--- src/rtl/pfce_pkg.sv ---
package pfce_pkg;

  // Control states of the gating controller
  typedef enum logic [1:0] {
    ST_RECOVER = 2'd0,  // supply valid, waiting out the recovery interval
    ST_RUN     = 2'd1,  // normal operation, enable passes through
    ST_DRAIN   = 2'd2,  // failure seen mid-access, letting it finish
    ST_HOLD    = 2'd3   // supply out of tolerance, enable forced off
  } pfce_state_e;

endpackage

--- src/rtl/pfce_sync.sv ---
module pfce_sync #(
  parameter int W      = 4,
  parameter int STAGES = 2
) (
  input  logic         clk,
  input  logic         rst_n,
  input  logic [W-1:0] d,
  output logic [W-1:0] q
);

  logic [W-1:0] stg [STAGES];

  always_ff @(posedge clk or negedge rst_n) begin
    if (!rst_n) begin
      for (int i = 0; i < STAGES; i++) stg[i] <= '0;
    end else begin
      stg[0] <= d;
      for (int i = 1; i < STAGES; i++) stg[i] <= stg[i-1];
    end
  end

  assign q = stg[STAGES-1];

  generate
    if (STAGES > 1) begin : g_chk
      AST_SYNC_SHIFT: assert property (@(posedge clk) disable iff (!rst_n)
        stg[STAGES-1] == $past(stg[STAGES-2]));
    end
  endgenerate

endmodule

--- src/rtl/pfce_timer.sv ---
module pfce_timer #(
  parameter int CNT_W   = 8,
  parameter int RST_VAL = 0
) (
  input  logic             clk,
  input  logic             rst_n,
  input  logic             load,
  input  logic [CNT_W-1:0] load_val,
  input  logic             dec,
  output logic             zero
);

  logic [CNT_W-1:0] cnt_q;

  always_ff @(posedge clk or negedge rst_n) begin
    if (!rst_n)                    cnt_q <= CNT_W'(RST_VAL);
    else if (load)                 cnt_q <= load_val;
    else if (dec && cnt_q != '0)   cnt_q <= cnt_q - 1'b1;
  end

  assign zero = (cnt_q == '0);

  // the controller must never ask for a count below zero
  AST_DEC_NONZERO: assert property (@(posedge clk) disable iff (!rst_n)
    dec |-> !zero);

endmodule

--- src/rtl/pfce_ctrl.sv ---
module pfce_ctrl
  import pfce_pkg::*;
#(
  parameter int WP_CYC  = 6000,
  parameter int REC_CYC = 8000000
) (
  input  logic clk,
  input  logic rst_n,
  input  logic ce_raw_n,
  input  logic fail,
  output logic ce_out_n
);

  localparam int WP_W  = (WP_CYC  > 1) ? $clog2(WP_CYC  + 1) : 1;
  localparam int REC_W = (REC_CYC > 1) ? $clog2(REC_CYC + 1) : 1;

  pfce_state_e st_q, st_d;
  logic wp_load, wp_dec, wp_zero;
  logic rc_load, rc_dec, rc_zero;

  // write-protect timeout counter
  pfce_timer #(.CNT_W(WP_W), .RST_VAL(0)) u_wp_tmr (
    .clk      (clk),
    .rst_n    (rst_n),
    .load     (wp_load),
    .load_val (WP_W'(WP_CYC - 1)),
    .dec      (wp_dec),
    .zero     (wp_zero)
  );

  // recovery counter, preloaded at reset so power-up waits the full window
  pfce_timer #(.CNT_W(REC_W), .RST_VAL(REC_CYC - 1)) u_rc_tmr (
    .clk      (clk),
    .rst_n    (rst_n),
    .load     (rc_load),
    .load_val (REC_W'(REC_CYC - 1)),
    .dec      (rc_dec),
    .zero     (rc_zero)
  );

  always_comb begin
    st_d    = st_q;
    wp_load = 1'b0;
    wp_dec  = 1'b0;
    rc_load = 1'b0;
    rc_dec  = 1'b0;
    unique case (st_q)
      ST_RECOVER: begin
        if (fail)         st_d = ST_HOLD;
        else if (rc_zero) st_d = ST_RUN;
        else              rc_dec = 1'b1;
      end
      ST_RUN: begin
        if (fail) begin
          if (!ce_raw_n) begin
            st_d    = ST_DRAIN;
            wp_load = 1'b1;
          end else begin
            st_d = ST_HOLD;
          end
        end
      end
      ST_DRAIN: begin
        if (ce_raw_n || wp_zero) st_d = ST_HOLD;
        else                     wp_dec = 1'b1;
      end
      ST_HOLD: begin
        if (!fail) begin
          st_d    = ST_RECOVER;
          rc_load = 1'b1;
        end
      end
      default: st_d = ST_HOLD;
    endcase
  end

  always_ff @(posedge clk or negedge rst_n) begin
    if (!rst_n) st_q <= ST_RECOVER;
    else        st_q <= st_d;
  end

  assign ce_out_n = (st_q == ST_RUN || st_q == ST_DRAIN) ? ce_raw_n : 1'b1;

  // length of the current drain phase, kept only for the bound check
  logic [WP_W:0] drain_len_q;
  always_ff @(posedge clk or negedge rst_n) begin
    if (!rst_n)                drain_len_q <= '0;
    else if (st_q == ST_DRAIN) drain_len_q <= drain_len_q + 1'b1;
    else                       drain_len_q <= '0;
  end

  AST_IDLE_FAIL_HOLDS: assert property (@(posedge clk) disable iff (!rst_n)
    (st_q == ST_RUN && fail && ce_raw_n) |=> (st_q == ST_HOLD));

  AST_DRAIN_ENDS: assert property (@(posedge clk) disable iff (!rst_n)
    (st_q == ST_DRAIN && ce_raw_n) |=> (st_q == ST_HOLD));

  AST_NO_NEW_ACCESS: assert property (@(posedge clk) disable iff (!rst_n)
    (ce_out_n && fail && st_q != ST_RUN) |=> ce_out_n);

  AST_DRAIN_BOUNDED: assert property (@(posedge clk) disable iff (!rst_n)
    (st_q == ST_DRAIN) |-> (drain_len_q < (WP_W+1)'(WP_CYC)));

endmodule

--- src/rtl/pfce_gate.sv ---
module pfce_gate #(
  parameter int WP_CYC      = 6000,
  parameter int REC_CYC     = 8000000,
  parameter int SYNC_STAGES = 2
) (
  input  logic clk,
  input  logic rst_n,
  input  logic ce_raw_n,
  input  logic pf_lo_i,
  input  logic pf_hi_i,
  input  logic thr_sel_i,
  input  logic below_sw_i,
  output logic ce_out_n,
  output logic bat_sel_o
);

  localparam int N_FLAGS = 4;

  logic [N_FLAGS-1:0] flags_raw, flags_s;
  logic below_s, lo_s, hi_s, thr_s;
  logic pf_sel, fail;

  assign flags_raw = {thr_sel_i, pf_hi_i, pf_lo_i, below_sw_i};

  pfce_sync #(.W(N_FLAGS), .STAGES(SYNC_STAGES)) u_sync (
    .clk   (clk),
    .rst_n (rst_n),
    .d     (flags_raw),
    .q     (flags_s)
  );

  assign below_s = flags_s[0];
  assign lo_s    = flags_s[1];
  assign hi_s    = flags_s[2];
  assign thr_s   = flags_s[3];

  assign pf_sel = thr_s ? hi_s : lo_s;
  // below switchover always implies loss of supply, whatever the trip flags say
  assign fail   = pf_sel | below_s;

  pfce_ctrl #(.WP_CYC(WP_CYC), .REC_CYC(REC_CYC)) u_ctrl (
    .clk      (clk),
    .rst_n    (rst_n),
    .ce_raw_n (ce_raw_n),
    .fail     (fail),
    .ce_out_n (ce_out_n)
  );

  assign bat_sel_o = below_s;

  AST_BATTERY_GATED: assert property (@(posedge clk) disable iff (!rst_n)
    (bat_sel_o && ce_out_n && $past(bat_sel_o)) |=> ce_out_n);

endmodule

--- config.mk ---
export PLATFORM = sky130hd
export DESIGN_NAME = pfce_gate
export DESIGN_NICKNAME = d
export VERILOG_FILES = /design/src/rtl/pfce_pkg.sv /design/src/rtl/pfce_sync.sv /design/src/rtl/pfce_timer.sv /design/src/rtl/pfce_ctrl.sv /design/src/rtl/pfce_gate.sv
export SDC_FILE = /design/constraint.sdc
export NUM_CORES = 1
export LEC_CHECK = 0
export CAP_MARGIN = 30
export CORE_ASPECT_RATIO = 1.4
export CORE_MARGIN = 4
export CORE_UTILIZATION = 60
export DETAILED_ROUTE_END_ITERATION = 16
export DONT_BUFFER_PORTS = 1
export PLACE_DENSITY_LB_ADDON = 0.05
export RECOVER_POWER = 100
export SYNTH_ARGS = -nofsm -noshare
export SYNTH_HDL_FRONTEND = slang
export SYNTH_HIERARCHICAL = 1
export SYNTH_SLANG_ARGS = --single-unit
export TNS_END_PERCENT = 50
--- constraint.sdc ---
create_clock -name clk -period 5.6 [get_ports clk]
set_clock_uncertainty 0.15 [all_clocks]
set_input_delay 1.12 -clock clk [delete_from_list [all_inputs] [get_ports clk]]
set_output_delay 1.12 -clock clk [all_outputs]
set_load 0.01 [all_outputs]
After elaboration in Yosys (flattened, before gate mapping) --
Index checks and enable logic that the tools add are counted. Widths: inputs -> output; s select.
Storage, ports and cells: logic and storage cells 50, bits in registers 46, input port bits 7, output and inout bits 2
Cells by class: bitwise logic cells 1, add/subtract/negate cells 2, eq/ne operators 7, mux-type cells 23, reductions and logical operators 12
Operator list (count):
- $mux 23 | 2
- $mux 13 | 2
- $logic_not 23->1 | 1
- $reduce_bool 23->1 | 1
- $sub 23x1->23 const B | 1
- $logic_not 13->1 | 1
- $mux 1 | 13
- $reduce_bool 13->1 | 1
- $sub 13x1->13 const B | 1
- $mux 2 | 5
- $pmux 2 s4 | 1
- $eq 2x2->1 const B | 2
- $ne 2x1->1 const B | 2
- $reduce_and 4->1 | 1
- $reduce_bool 2->1 | 2
- $ne 3x1->1 const B | 1
- $eq 2x1->1 const B | 1
- $logic_and 1x1->1 | 2
- $logic_not 2->1 | 1
- $logic_or 1x1->1 | 2
- $ne 2x2->1 const B | 1
- $or 1x1->1 | 1

Logic depth before layout (Yosys ltp) --
depth after elaboration 7, mapped depth 13, mapped depth without buffers 13

By module --
Netlist, hierarchy kept.
Modules (own cells, without submodules):
- pfce_timer (u_ctrl.u_rc_tmr) | instances 1, cells each 166, area each 1451.4 um2, seq. area each 594.3 um2
- pfce_timer (u_ctrl.u_wp_tmr) | instances 1, cells each 103, area each 898.4 um2, seq. area each 325.3 um2
- pfce_ctrl | instances 1, cells each 29, area each 270.3 um2, seq. area each 50.0 um2
- pfce_sync | instances 1, cells each 12, area each 230.2 um2, seq. area each 200.2 um2
- pfce_gate | instances 1, cells each 2, area each 15.0 um2, seq. area each 0.0 um2

Worst setup path after synthesis --
Ideal clock, no wire load.
kind register to register, start register u_ctrl.u_rc_tmr.cnt_q[0], end register u_ctrl.u_rc_tmr.cnt_q[8], path slack 2646 ps, library setup time 91 ps, cell stages (with the launch flop) 14, buffers on the path 0, arrival time 2712 ps, required time 5359 ps, clock period less this slack 2954 ps, path through dfstp_2 > inv_1 > ha_1 > or3b_2 > nor4_4 > nand2_1 > inv_1 > nand2b_2 > nor2_1 > and4bb_2 > nand2_1 > a2111oi_0 > xnor2_1 > o21ai_0
On the way: word-level cells in the longest chain between the ends 6, elaborated cells on any way between the ends 10, those cells by class add/sub (1); mux (5); reduce/logical (4)
Ends and longest elaborated chain:
- from (decl) | line pfce_timer.sv:13 | logic [CNT_W-1:0] cnt_q;
- from (signal assigned) | line pfce_timer.sv:16 | if (!rst_n) cnt_q <= CNT_W'(RST_VAL);
- from (signal assigned) | line pfce_timer.sv:17 | else if (load) cnt_q <= load_val;
- from (signal assigned) | line pfce_timer.sv:18 | else if (dec && cnt_q != '0) cnt_q <= cnt_q - 1'b1;
- $logic_not 23->1 | line pfce_timer.sv:21 | assign zero = (cnt_q == '0);
- via u_ctrl.rc_zero | line pfce_ctrl.sv:19 | logic rc_load, rc_dec, rc_zero;
- $mux 1 | line pfce_ctrl.sv:50 | else if (rc_zero) st_d = ST_RUN;
- $mux 1 | line pfce_ctrl.sv:49 | if (fail) st_d = ST_HOLD;
- $mux 1 | line pfce_ctrl.sv:47 | unique case (st_q)
- via u_ctrl.rc_dec | line pfce_ctrl.sv:19
- $logic_and 1x1->1 | line pfce_timer.sv:18
- $reduce_bool 2->1 (no line)
The timed path passes the listed nets, and every way through them passes these cells. The select of a mux whose other input is x is not followed. A chain may end at the register's enable or synchronous reset.

Worst setup path after layout --
start register u_ctrl.u_wp_tmr.cnt_q[0], end register u_ctrl.u_wp_tmr.cnt_q[11]
On the way: word-level cells in the longest chain between the ends 6, elaborated cells on any way between the ends 10, those cells by class add/sub (1); mux (4); reduce/logical (5)
Ends and longest elaborated chain:
- from (decl) | line pfce_timer.sv:13
- from (signal assigned) | line pfce_timer.sv:16
- from (signal assigned) | line pfce_timer.sv:17
- from (signal assigned) | line pfce_timer.sv:18
- $logic_not 13->1 | line pfce_timer.sv:21
- via u_ctrl.wp_zero | line pfce_ctrl.sv:18 | logic wp_load, wp_dec, wp_zero;
- $logic_or 1x1->1 | line pfce_ctrl.sv:64 | if (ce_raw_n || wp_zero) st_d = ST_HOLD;
- $mux 1 | line pfce_ctrl.sv:64
- $mux 1 | line pfce_ctrl.sv:47
- via u_ctrl.wp_dec | line pfce_ctrl.sv:18
- $logic_and 1x1->1 | line pfce_timer.sv:18
- $reduce_bool 2->1 (no line)
The timed path passes the listed nets, and every way through them passes these cells. The select of a mux whose other input is x is not followed.

==> flow_metrics.py <==
metrics = {
    "setup_path": {
        "endpoint": "u_ctrl/u_wp_tmr/cnt_q[11]",
        "slowest_stage": "nor3b_1",
        "worstPathMaxFanout": 6,
        "ff2ff_path_depth": 10,
        "reg2reg_to": "u_ctrl/u_wp_tmr/cnt_q[11]",
        "r2r_setup_slack_ps": 1980,
        "worst_setup_path_end_kind": "flip-flop",
        "slowest_delay_ps": 720,
        "worst_ep_arrival_time_ps": 3650,
        "crit_path_start_kind": "flip-flop",
        "path_buf_inv": 2,
        "r2r-start": "u_ctrl/u_wp_tmr/cnt_q[0]",
        "path_cells": "inv_1 -> ha_1 -> nor4b_1 -> nand4_1 -> inv_1 -> nor3b_1 -> nor4b_1 -> and3_1 -> nor2_1 -> or3b_1",
        "path_depth": 10,
        "crit_type": "flip-flop to flip-flop",
        "critical_path_required_ps": 5630,
        "cp_top_family": "simple AND/OR/NAND/NOR gates",
        "critPathLaunch": "u_ctrl/u_wp_tmr/cnt_q[0]",
    },
    "die": {
        "boundaryPins": 9,
        "core_sq_mm": 0.00457,
        "die-height_um": 89.8,
        "initial_core_util_pct": 62.7,
        "die_area_sq_mm": 0.00596,
        "rows": 29,
        "die_width_um": 66.4,
    },
    "global_routing": {
        "grt_util_met3_pct": 3.49,
        "grt_overflow_total": 0,
        "grt_max_degree": 47,
        "grt_pass1_vias": 2290,
        "grt_use_total_pct": 20.6,
        "grt-busiest-layer": "met2",
        "grtUsageMet1_pct": 23.3,
        "antenna_found_initial": 0,
        "gr-usage-met2_pct": 37.8,
        "grt_pass1_wl_um": 9880,
    },
    "yosys": {
        "async_reset_ff_share_pct": 100,
        "syn-instance-count": 312,
        "yosysTopAreaCellShare_pct": 27.1,
        "synth_seq_cells": 46,
        "syn_area_sq_mm": 0.00287,
        "synth_area_leaders": "dfrtp_1, dfstp_2, nand2_1",
        "ys_seq_area_share_pct": 40.8,
        "ys.flop_type": "dfrtp_1",
        "yosysTopAreaCell": "dfrtp_1",
        "synth_enable_flop_cells": 0,
        "synth_cell_types": 62,
        "syn_area_per_cell_sq_um": 9.18,
        "ys_warn_count": 6,
    },
    "clocking": {
        "clock_sinks": 46,
        "root_buffer": "clkbuf_8",
        "cts_resized": 0,
        "cts_setup_buffers": 0,
        "ctsLongestPathBuffers": 2,
        "cts_tree": "done",
        "clkTransAtPathRegs_ps": 90,
        "postCtsHoldBufs": 0,
        "clock_latency_ps": 300,
        "htree_levels": 2,
        "cts_buffers": 5,
    },
    "place": {
        "gp_congestion": 0.841,
        "hpwl_um": 3910,
        "port_buffers": 0,
    },
    "drt": {
        "vias_per_cell": 5.48,
        "drc": 0,
        "wirelength_um": 5450,
        "first_pass_iters": 4,
        "drtIter0Drc": 100,
        "ant_nets": 0,
        "vias": 2210,
        "wl_per_cell_um": 13.5,
    },
    "timing": {
        "fin_crit_sh_pct": 64.6,
        "min_period_ps": 3620,
        "drv_slew": 0,
        "rsz0062_at_grt": "no",
        "final.setup.tns_ps": 0,
        "setup_viol": 0,
        "relSlewSlack_pct": 37.9,
        "hold_viol_final": 0,
        "hold_slack_ps": 210,
        "tightest_slew_ps": 918,
        "max_freq_mhz": 276,
    },
    "power_and_ir_drop": {
        "p_per_area_mw_per_mm2": 440,
        "p_total_uw": 1340,
        "irDropWorstVdd_uv": 242,
        "total_leakage_power_uw": 0.00125,
    },
    "outcome": {
        "outcome": "complete, no violations",
    },
    "run": {
        "maxCapViolations": 0,
    },
    "final_layout": {
        "drive_gt1_share_pct": 11.1,
        "diodes": 0,
        "area_growth_pct": 6.16,
        "finalNetCount": 356,
    },
    "worst_hold_path": {
        "hold_path.class": "flip-flop to flip-flop",
    },
}
-- Yosys cell counts, types with 5 or more instances --
library cell / number
ha_1: 9
o21ai_1: 6
nand2_1: 34
xnor2_1: 10
dfrtp_1: 31
nor3_1: 5
nor2_1: 31
nor2b_1: 5
dfstp_2: 15
inv_1: 17
clkbuf_1: 8
a21oi_1: 9
o21ai_0: 23
nand3_1: 8
a31oi_1: 8
a211o_1: 5
or3_1: 6
nand4_1: 9
-- power by group --
part / switching [uW] / leakage (uW) / internal (uW)
logic: 267 / 0.000690 / 222
registers: 141 / 0.000512 / 500
clock network: 117 / 0.0000447 / 90.1
total: 525 / 0.00125 / 812
-- cells in the final DEF, fill, tap and decap left out, drive strengths merged, types with 8 or more instances in the layout --
master,netlist,layout
a21oi,10,10
a31oi,8,8
conb,2,36
dfrtp,31,31
dfstp,15,15
ha,9,9
inv,17,18
nand2,34,34
nand3,8,8
nand4,10,10
nor2,32,32
o21ai,29,29
xnor2,10,10
-- sequential cells by signal, indices dropped and copies added, names as in the netlist --
| signal | cells |
|---|---|
| u_ctrl/u_rc_tmr/cnt_q | 23 |
| u_sync/stg | 4 |
| u_ctrl/u_wp_tmr/cnt_q | 13 |
| u_sync/q | 4 |
| u_ctrl/st_q | 2 |
-- final cells by class --
class	instances	area (sq um)
clock buffer	5	68.8
fill	410	1530
timing repair buffer	1	7.51
inverter	17	63.8
sequential	46	1170
tap	62	77.6
clock inverter	3	25.0
multi-input combinational	269	1630
-- metrics by stage --
stage | cells | util, % | cell area [sq um] | worst slack [ps]
floorplan | 346 | - | 2990 | 2650
global placement | 395 | 65.7 | 3000 | 2460
detailed placement | 395 | 65.7 | 3000 | 2340
CTS | 403 | 67.7 | 3100 | 2330
global route | 403 | 66.5 | 3040 | 1730
finish | 403 | 66.5 | 3040 | 1980
-- worst min path at each step --
stage | from | endpoint | slack [ps] | cells after the start
CTS | u_sync/stg[6] | u_sync/q[2] | 210 | 0
global route | u_sync/stg[6] | u_sync/q[2] | 210 | 0
floorplan | u_sync/stg[4] | u_sync/q[0] | 180 | 0
finish | u_sync/stg[7] | u_sync/q[3] | 210 | 0
detailed placement | u_sync/stg[6] | u_sync/q[2] | 190 | 0
global placement | u_sync/stg[4] | u_sync/q[0] | 180 | 0
-- worst register-to-register path, stage by stage (launching register included) --
cell,delay [ps]
dfrtp_1,390
inv_1,70
ha_1,220
nor4b_1,210
nand4_1,250
inv_1,90
nor3b_1,720
nor4b_1,630
and3_1,360
nor2_1,70
or3b_1,350
-- cells by family after synthesis --
logic type	share of synthesized area, %
simple gates	28.6
buf+inv	4.89
xor+xnor	3.06
compound gates	15.9
flops	40.8
mux	2.58
other cells	0.262
fa+ha+maj	3.93
-- routing by layer --
metal  up-vias  routed length, um
met5         -                  0
met4         0                 90
met3         8                124
met2        19               2990
met1      1058               2250
li1       1125                  -
No activity file was read; power rests on OpenSTA's default activity.
